===== src/rtl/tmr_chan_pkg.sv =====
package tmr_chan_pkg;

  typedef enum logic [1:0] {
    MODE_PIN_IN  = 2'b00,
    MODE_PIN_OUT = 2'b01,
    MODE_CAPTURE = 2'b10,
    MODE_COMPARE = 2'b11
  } chan_mode_e;

  function automatic logic is_timer(chan_mode_e m);
    return m[1];
  endfunction

endpackage


===== src/rtl/tmr_in_sync.sv =====
module tmr_in_sync (
  input  logic clk,
  input  logic rst_n,
  input  logic pin_in,
  output logic level,
  output logic rise,
  output logic fall
);

  logic s1_q, s2_q, s3_q;

  always_ff @(posedge clk or negedge rst_n) begin
    if (!rst_n) begin
      s1_q <= 1'b0;
      s2_q <= 1'b0;
      s3_q <= 1'b0;
    end else begin
      s1_q <= pin_in;
      s2_q <= s1_q;
      s3_q <= s2_q;
    end
  end

  assign level = s2_q;
  assign rise  = s2_q & ~s3_q;
  assign fall  = ~s2_q & s3_q;

  AST_EDGE_EXCLUSIVE: assert property (@(posedge clk) disable iff (!rst_n)
    $onehot0({rise, fall}));

endmodule


===== src/rtl/tmr_dbuf.sv =====
module tmr_dbuf #(
  parameter int W       = 16,
  parameter bit HAS_ALT = 1'b0
) (
  input  logic         clk,
  input  logic         rst_n,
  input  logic         pin_mode,
  input  logic         we,
  input  logic         alt_we,
  input  logic [W-1:0] wr_data,
  input  logic         xfer,
  input  logic         cap_en,
  input  logic [W-1:0] cap_val,
  output logic [W-1:0] stage1,
  output logic [W-1:0] stage2
);

  logic [W-1:0] s1_q, s2_q, s1_n, s2_n;
  logic         s2_we;

  generate
    if (HAS_ALT) begin : g_alt
      assign s2_we = we | alt_we;
    end else begin : g_noalt
      assign s2_we = we;
    end
  endgenerate

  always_comb begin
    s2_n = s2_q;
    if (s2_we) s2_n = wr_data;
    s1_n = s1_q;
    if (cap_en)             s1_n = cap_val;
    else if (pin_mode & we) s1_n = wr_data;
    else if (xfer)          s1_n = s2_q;
  end

  always_ff @(posedge clk or negedge rst_n) begin
    if (!rst_n) begin
      s1_q <= '0;
      s2_q <= '0;
    end else begin
      s1_q <= s1_n;
      s2_q <= s2_n;
    end
  end

  assign stage1 = s1_q;
  assign stage2 = s2_q;

  AST_PIN_WRITE_BOTH: assert property (@(posedge clk) disable iff (!rst_n)
    (pin_mode && we && !cap_en) |=> (stage1 == stage2));

  generate
    if (HAS_ALT) begin : g_alt_chk
      AST_ALT_KEEPS_STAGE1: assert property (@(posedge clk) disable iff (!rst_n)
        (alt_we && !we && !cap_en && !xfer) |=> (stage1 == $past(stage1)));
    end
  endgenerate

endmodule


===== src/rtl/tmr_tbase.sv =====
module tmr_tbase #(
  parameter int W    = 16,
  parameter int NBUS = 4,
  parameter int SELW = 3
) (
  input  logic            clk,
  input  logic            rst_n,
  input  logic            run,
  input  logic [NBUS*W-1:0] cnt_bus,
  input  logic [SELW-1:0] sel,
  output logic [W-1:0]    cnt,
  output logic [W-1:0]    tbase
);

  logic [W-1:0] words [NBUS];
  logic [W-1:0] cnt_q, cnt_n;

  generate
    for (genvar i = 0; i < NBUS; i++) begin : g_bus
      assign words[i] = cnt_bus[i*W +: W];
    end
  endgenerate

  always_comb begin
    tbase = cnt_q;
    for (int i = 0; i < NBUS; i++) begin
      if (sel == SELW'(i)) tbase = words[i];
    end
  end

  always_comb cnt_n = run ? cnt_q + W'(1) : '0;

  always_ff @(posedge clk or negedge rst_n) begin
    if (!rst_n) cnt_q <= '0;
    else        cnt_q <= cnt_n;
  end

  assign cnt = cnt_q;

  AST_CNT_HELD_ZERO: assert property (@(posedge clk) disable iff (!rst_n)
    !run |=> (cnt == '0));
  AST_CNT_STEP: assert property (@(posedge clk) disable iff (!rst_n)
    run |=> (cnt == $past(cnt) + W'(1)));

endmodule


===== src/rtl/tmr_chan.sv =====
module tmr_chan
  import tmr_chan_pkg::*;
#(
  parameter  int W    = 16,
  parameter  int NBUS = 4,
  localparam int SELW = $clog2(NBUS + 1)
) (
  input  logic              clk,
  input  logic              rst_n,
  input  logic              cfg_we,
  input  logic [1:0]        cfg_mode,
  input  logic [SELW-1:0]   cfg_tb_sel,
  input  logic [1:0]        cfg_edge,
  input  logic              cfg_level,
  input  logic              cfg_gpio_out,
  input  logic              a_we,
  input  logic              b_we,
  input  logic              alt_a_we,
  input  logic [W-1:0]      wr_data,
  input  logic              flag_clr,
  input  logic [NBUS*W-1:0] cnt_bus,
  input  logic              pin_in,
  output logic              pin_out,
  output logic              flag,
  output logic [W-1:0]      a_stage1,
  output logic [W-1:0]      a_stage2,
  output logic [W-1:0]      b_stage1,
  output logic [W-1:0]      b_stage2,
  output logic [W-1:0]      int_cnt,
  output logic              pin_sync
);

  chan_mode_e      mode_q, mode_n;
  logic [SELW-1:0] sel_q, sel_n;
  logic [1:0]      edge_q, edge_n;
  logic            level_q, level_n, gout_q, gout_n;
  logic            flag_q, flag_n, pin_q, pin_n;

  logic [W-1:0] tbase;
  logic         timer, pin_mode, rise, fall, fire;
  logic         match_a, match_b, cap_a, set_flag;

  // configuration register
  always_comb begin
    mode_n  = mode_q;
    sel_n   = sel_q;
    edge_n  = edge_q;
    level_n = level_q;
    gout_n  = gout_q;
    if (cfg_we) begin
      mode_n  = chan_mode_e'(cfg_mode);
      sel_n   = cfg_tb_sel;
      edge_n  = cfg_edge;
      level_n = cfg_level;
      gout_n  = cfg_gpio_out;
    end
  end

  assign timer    = is_timer(mode_q);
  assign pin_mode = ~timer;

  tmr_tbase #(.W(W), .NBUS(NBUS), .SELW(SELW)) u_tbase (
    .clk(clk), .rst_n(rst_n), .run(timer), .cnt_bus(cnt_bus),
    .sel(sel_q), .cnt(int_cnt), .tbase(tbase)
  );

  tmr_in_sync u_sync (
    .clk(clk), .rst_n(rst_n), .pin_in(pin_in),
    .level(pin_sync), .rise(rise), .fall(fall)
  );

  assign fire    = (edge_q[0] & rise) | (edge_q[1] & fall);
  assign match_a = (tbase == a_stage1);
  assign match_b = (tbase == b_stage1);
  assign cap_a   = (mode_q == MODE_CAPTURE) & fire;

  tmr_dbuf #(.W(W), .HAS_ALT(1'b1)) u_reg_a (
    .clk(clk), .rst_n(rst_n), .pin_mode(pin_mode), .we(a_we),
    .alt_we(alt_a_we), .wr_data(wr_data),
    .xfer((mode_q == MODE_COMPARE) & match_a),
    .cap_en(cap_a), .cap_val(tbase),
    .stage1(a_stage1), .stage2(a_stage2)
  );

  tmr_dbuf #(.W(W), .HAS_ALT(1'b0)) u_reg_b (
    .clk(clk), .rst_n(rst_n), .pin_mode(pin_mode), .we(b_we),
    .alt_we(1'b0), .wr_data(wr_data),
    .xfer(timer & match_b),
    .cap_en(1'b0), .cap_val('0),
    .stage1(b_stage1), .stage2(b_stage2)
  );

  // flag and output flip-flop
  always_comb begin
    set_flag = cap_a | ((mode_q == MODE_COMPARE) & match_a);
    flag_n   = flag_q;
    if (set_flag)      flag_n = 1'b1;
    else if (flag_clr) flag_n = 1'b0;
    pin_n = pin_q;
    if ((mode_q == MODE_COMPARE) & match_a) pin_n = level_q;
    else if (mode_q == MODE_PIN_OUT)        pin_n = gout_q;
  end

  always_ff @(posedge clk or negedge rst_n) begin
    if (!rst_n) begin
      mode_q  <= MODE_PIN_IN;
      sel_q   <= '0;
      edge_q  <= '0;
      level_q <= 1'b0;
      gout_q  <= 1'b0;
      flag_q  <= 1'b0;
      pin_q   <= 1'b0;
    end else begin
      mode_q  <= mode_n;
      sel_q   <= sel_n;
      edge_q  <= edge_n;
      level_q <= level_n;
      gout_q  <= gout_n;
      flag_q  <= flag_n;
      pin_q   <= pin_n;
    end
  end

  assign flag    = flag_q;
  assign pin_out = pin_q;

  AST_PIN_MODE_NO_FLAG: assert property (@(posedge clk) disable iff (!rst_n)
    (pin_mode && !flag) |=> !flag);
  AST_CLEAR_IN_PIN_MODE: assert property (@(posedge clk) disable iff (!rst_n)
    (pin_mode && flag_clr) |=> !flag);
  AST_PIN_OUT_FOLLOWS: assert property (@(posedge clk) disable iff (!rst_n)
    (mode_q == MODE_PIN_OUT) |=> (pin_out == $past(gout_q)));
  AST_COMPARE_HIT: assert property (@(posedge clk) disable iff (!rst_n)
    ((mode_q == MODE_COMPARE) && (tbase == a_stage1)) |=> (flag && pin_out == $past(level_q)));

endmodule


===== config.mk =====
export PLATFORM = sky130hd
export DESIGN_NAME = tmr_chan
export DESIGN_NICKNAME = d
export VERILOG_FILES = /design/src/rtl/tmr_chan_pkg.sv /design/src/rtl/tmr_in_sync.sv /design/src/rtl/tmr_dbuf.sv /design/src/rtl/tmr_tbase.sv /design/src/rtl/tmr_chan.sv
export SDC_FILE = /design/constraint.sdc
export NUM_CORES = 1
export LEC_CHECK = 0
export ABC_AREA = 1
export BUFFER_PORTS_ARGS = -buffer_cell sky130_fd_sc_hd__buf_2
export CAP_MARGIN = 20
export CELL_PAD_IN_SITES_DETAIL_PLACEMENT = 1
export CELL_PAD_IN_SITES_GLOBAL_PLACEMENT = 1
export CORE_ASPECT_RATIO = 1.4
export CORE_MARGIN = 10
export CORE_UTILIZATION = 39
export CTS_CLUSTER_DIAMETER = 100
export CTS_CLUSTER_SIZE = 30
export DETAILED_ROUTE_END_ITERATION = 10
export GPL_ROUTABILITY_DRIVEN = 0
export PLACE_DENSITY_LB_ADDON = 0.1
export SLEW_MARGIN = 0
export SYNTH_ARGS = -nofsm -noshare
export SYNTH_HDL_FRONTEND = slang
export SYNTH_SLANG_ARGS = --single-unit

===== constraint.sdc =====
create_clock -name clk -period 3.8 [get_ports clk]
set_input_delay 0.38 -clock clk [delete_from_list [all_inputs] [get_ports clk]]
set_output_delay 0.38 -clock clk [all_outputs]
set_load 0.02 [all_outputs]

==> key figures <==
Synth
  – Seq cells post-synth: 94
  – Synth Flop Type: dfrtp_1
  – Synth Warn #: 0
  – Sequential fraction of the synthesis area: between 40% and 50%
  – Number of enable flip-flop cells after synthesis: 0
  – Mapped Area: about 5600 µm²
  – Synthesized instance count: 817
  – Post-synth ARST share: 100.0%
  – Post-Syn Area per Cell: 6.911 µm²
  – Post-synth top area share: 41.66%
  – Top cells by count, synth: 266 x nand2_1, 94 x dfrtp_1, 93 x o21ai_0, 78 x inv_1, 58 x nand3_1
  – Count leader, synth: nand2_1
  – Post-synthesis net count: 915
  – Netlist cell types: 36
  – Top cells by area, synth: dfrtp_1 42%, nand2_1 18%, o21ai_0 8.2%
  – Post-synth top area cell: dfrtp_1

Die
  – Core outline area: 14310 µm²
  – Ports: 180
  – Height of the die: 162.4 µm
  – Core Rows: 52
  – Die area: 19760 µm²
  – Die width: 121.7 µm
  – Starting Density: approximately two fifths

Clock tree
  – H-tree depth: 3
  – Clock tree root buffer cell: clkbuf_16
  – Post-CTS resize count: 0
  – Clock sink total: 94
  – Clock transition at the registers of the reported paths: 0.07 ns
  – CTS tree: yes
  – Setup Fix Bufs, Post-CTS: 0
  – Clk_lat worst skew: 0.35 ns
  – Total CTS buffers: 9
  – Maximum clock path buffer count: 2
  – # hold bufs at CTS: 0

STA
  – Max Freq: about 330 MHz
  – Slew Viols, Final: 0
  – Final min period: 3.015 ns
  – Fin. Hold Viols: 0
  – Unrepaired setup endpoints after global routing: false
  – Final Setup Violations: 0
  – Slew headroom: 48.10%
  – Setup TNS: 0 ns
  – Worst Tran Pin Value: 0.7785 ns
  – Tcrit/Tclk final: around four fifths
  – Final Skew: 0.01111 ns

Layout
  – Nets: 1077
  – Fillers: just under 2000
  – Post-Layout Cell Count: 1172
  – Number of diodes: 0
  – Syn-to-layout area delta: 24.15%
  – Layout cells sized above 1: 22.69%

Drt
  – Initial DRT Pass Iterations: 4
  – Total wire length: 20.95 mm
  – DRT antenna net count: 0
  – Remaining DRCs: 0
  – Vias per cell: 5.118
  – Wirelength per Cell: 17.87 µm
  – Initial DRC count: 353
  – Vias: 5998

Power and ir drop
  – Clock power share: 31.0%
  – Comb power frac: roughly 30%
  – Sw Share: between 30% and 40%
  – Sequential power share: 38.9%
  – Power Density: 455.8 nW/µm²
  – LEAKAGE: about 3.8 nW
  – Int Power: 2.020 mW
  – Max IR drop VDD: 192.2 µV
  – Switching pwr: approximately 1.2 mW

Run
  – Maxcap violations: 0

Worst setup path
  – Critical Path, Cell by Cell: nor2_2, buf_4, nand3_1, nand4_1, nand2_1, nand2_1, nand2_1, nand2_1, nor2_1, nand2_1, nor2_1, nand2_1, nand3_2, nand2_1, nand2_1
  – CP delay by family, top: simple AND/OR/NAND/NOR gates
  – CP startpoint kind: flop
  – CP arrival: 3.24 ns
  – Top cell by count, worst path: nand2_1
  – Crit Path Class: flop to flop
  – Slowest cell on the critical path: nor2_2
  – CP max stage delay: 0.48 ns
  – CP Max Fanout: 17
  – Setup crit end kind: flop
  – Worst path required time: 4.03 ns
  – Worst path bufs/invs: 1

GRT
  – Initial antenna violation count: 0
  – Largest net degree at the start of global routing: 55
  – Vias in the first global route: 6301
  – Total Routing Usage GR: approximately a fifth
  – Grt ovf: 0
  – First-pass GRT wire length: between 30 and 40 mm

Placement
  – Final HPWL DP: ~16 mm
  – Placed cells: 1157
  – IO Port Bufs: 179

Worst hold path
  – Worst min path class: primary input to async pin

Status
  – Status: complete, no violations
worst reg2reg max path, cell delays in order, from the launching register on:
cell,delay [ns]
dfrtp_1,0.45
nor2_2,0.48
buf_4,0.32
nand3_1,0.11
nand4_1,0.10
nand2_1,0.11
nand2_1,0.13
nand2_1,0.07
nand2_1,0.07
nor2_1,0.04
nand2_1,0.05
nor2_1,0.04
nand2_1,0.30
nand3_2,0.42
nand2_1,0.17
nand2_1,0.06
sequential cells by signal, summed over array words and instances, names as in the netlist, 2 cells and up:
name / flops
u_reg_b.stage1: 16
u_reg_a.stage1: 16
u_reg_a.stage2: 16
mode_q: 2
edge_q: 2
sel_q: 3
u_tbase.cnt: 16
u_reg_b.stage2: 16
cell families (layout without fill, tap and decap cells):
group           after synthesis  in the layout  share of synthesized area [%]
simple gates                446            446                          34.90
compound gates              149            149                          13.56
buf+inv                     123            289                          8.952
flops                        94             94                          41.66
xor+xnor                      2              2                         0.3103
mux                           2              2                         0.3988
fa+ha+maj                     1              1                         0.2215
path summary, 6_finish.rpt:
check	from	to	slack (ns)	cells after the start
setup / recovery	sel_q[1]$_DFFE_PN0P_	u_reg_a.stage1[7]$_DFFE_PN0P_	0.79	15
hold / removal	rst_n	u_tbase.cnt[0]$_DFF_PN0_	0.09	1
setup reg to reg	sel_q[1]$_DFFE_PN0P_	u_reg_a.stage1[7]$_DFFE_PN0P_	0.79	15
hold reg to reg	u_sync.s1_q$_DFF_PN0_	u_sync.level$_DFF_PN0_	0.36	0
max in group asynchronous	rst_n	u_reg_a.stage1[5]$_DFFE_PN0P_	2.89	2
min in group clk	pin_in	u_sync.s1_q$_DFF_PN0_	0.14	1
stage by stage:
step / worst slack, ns / util [%] / hold slack, ns / power, mW / cell area [µm²]
6_report: 0.7851 / 48.98 / 0.09458 / 3.195 / 7010
5_1_grt: 0.3913 / 48.98 / 0.1354 / 3.392 / 7010
4_1_cts: 0.7735 / 48.98 / 0.1300 / 3.236 / 7010
3_5_place_dp: 0.7968 / 46.79 / 0.3402 / 2.236 / 6698
3_3_place_gp: 0.8959 / 46.79 / 0.3329 / 2.218 / 6698
2_1_floorplan: 1.722 / - / 0.08441 / 1.837 / 5647
per-layer routing:
metal,track usage [%],part of all wire [%],vias to the layer above,wire length (µm)
li1,-,-,2962,-
met3,4.303,6.1,24,1283
met2,36.66,51,153,10670
met4,5.489,1.6,0,337
met5,0,0,-,0
met1,25.59,41,2859,8660
cell type report:
class	instances	area, µm²	area share [%]
inverter	81	304.0	4.337
clock buffer	10	229.0	3.266
multi-input combinational	600	2789	39.78
tap	189	236.5	3.373
sequential	94	2352	33.55
timing repair buffer	193	1016	14.49
clock inverter	5	83.83	1.196
power by group through the flow:
stage | logic [mW] | registers (mW) | clock network [mW]
2_1_floorplan | 0.471 | 1.37 | 0
3_3_place_gp | 0.957 | 1.26 | 0
3_5_place_dp | 0.973 | 1.26 | 0
4_1_cts | 0.979 | 1.25 | 1.01
5_1_grt | 1.08 | 1.26 | 1.04
6_report | 0.962 | 1.24 | 0.989
cell usage in the layout, fill, tap and decap left out, types with 2 or more instances in the layout:
master      Yosys  layout
nor3_1          5       5
nor2_1         47      47
buf_4           3      14
o211ai_1        3       3
inv_1          78      78
mux2_2          2       2
o21ai_1        17      17
nand3_1        58      58
clkbuf_16       0       9
nor2_2          2       2
nor4_1          2       2
nand3b_1       26      26
nand2_2         3       3
clkinvlp_4      0       2
or2_2           4       4
xor2_1          2       2
buf_2           8     178
nand4_1        18      18
and2_1          2       2
or2_1          10      10
dfrtp_1        94      94
nand2_1       266     266
bufinv_16       0       2
a21oi_1        31      31
inv_2           2       2
o21ai_0        93      93
Note: power is estimated with default switching activity, not from simulation.
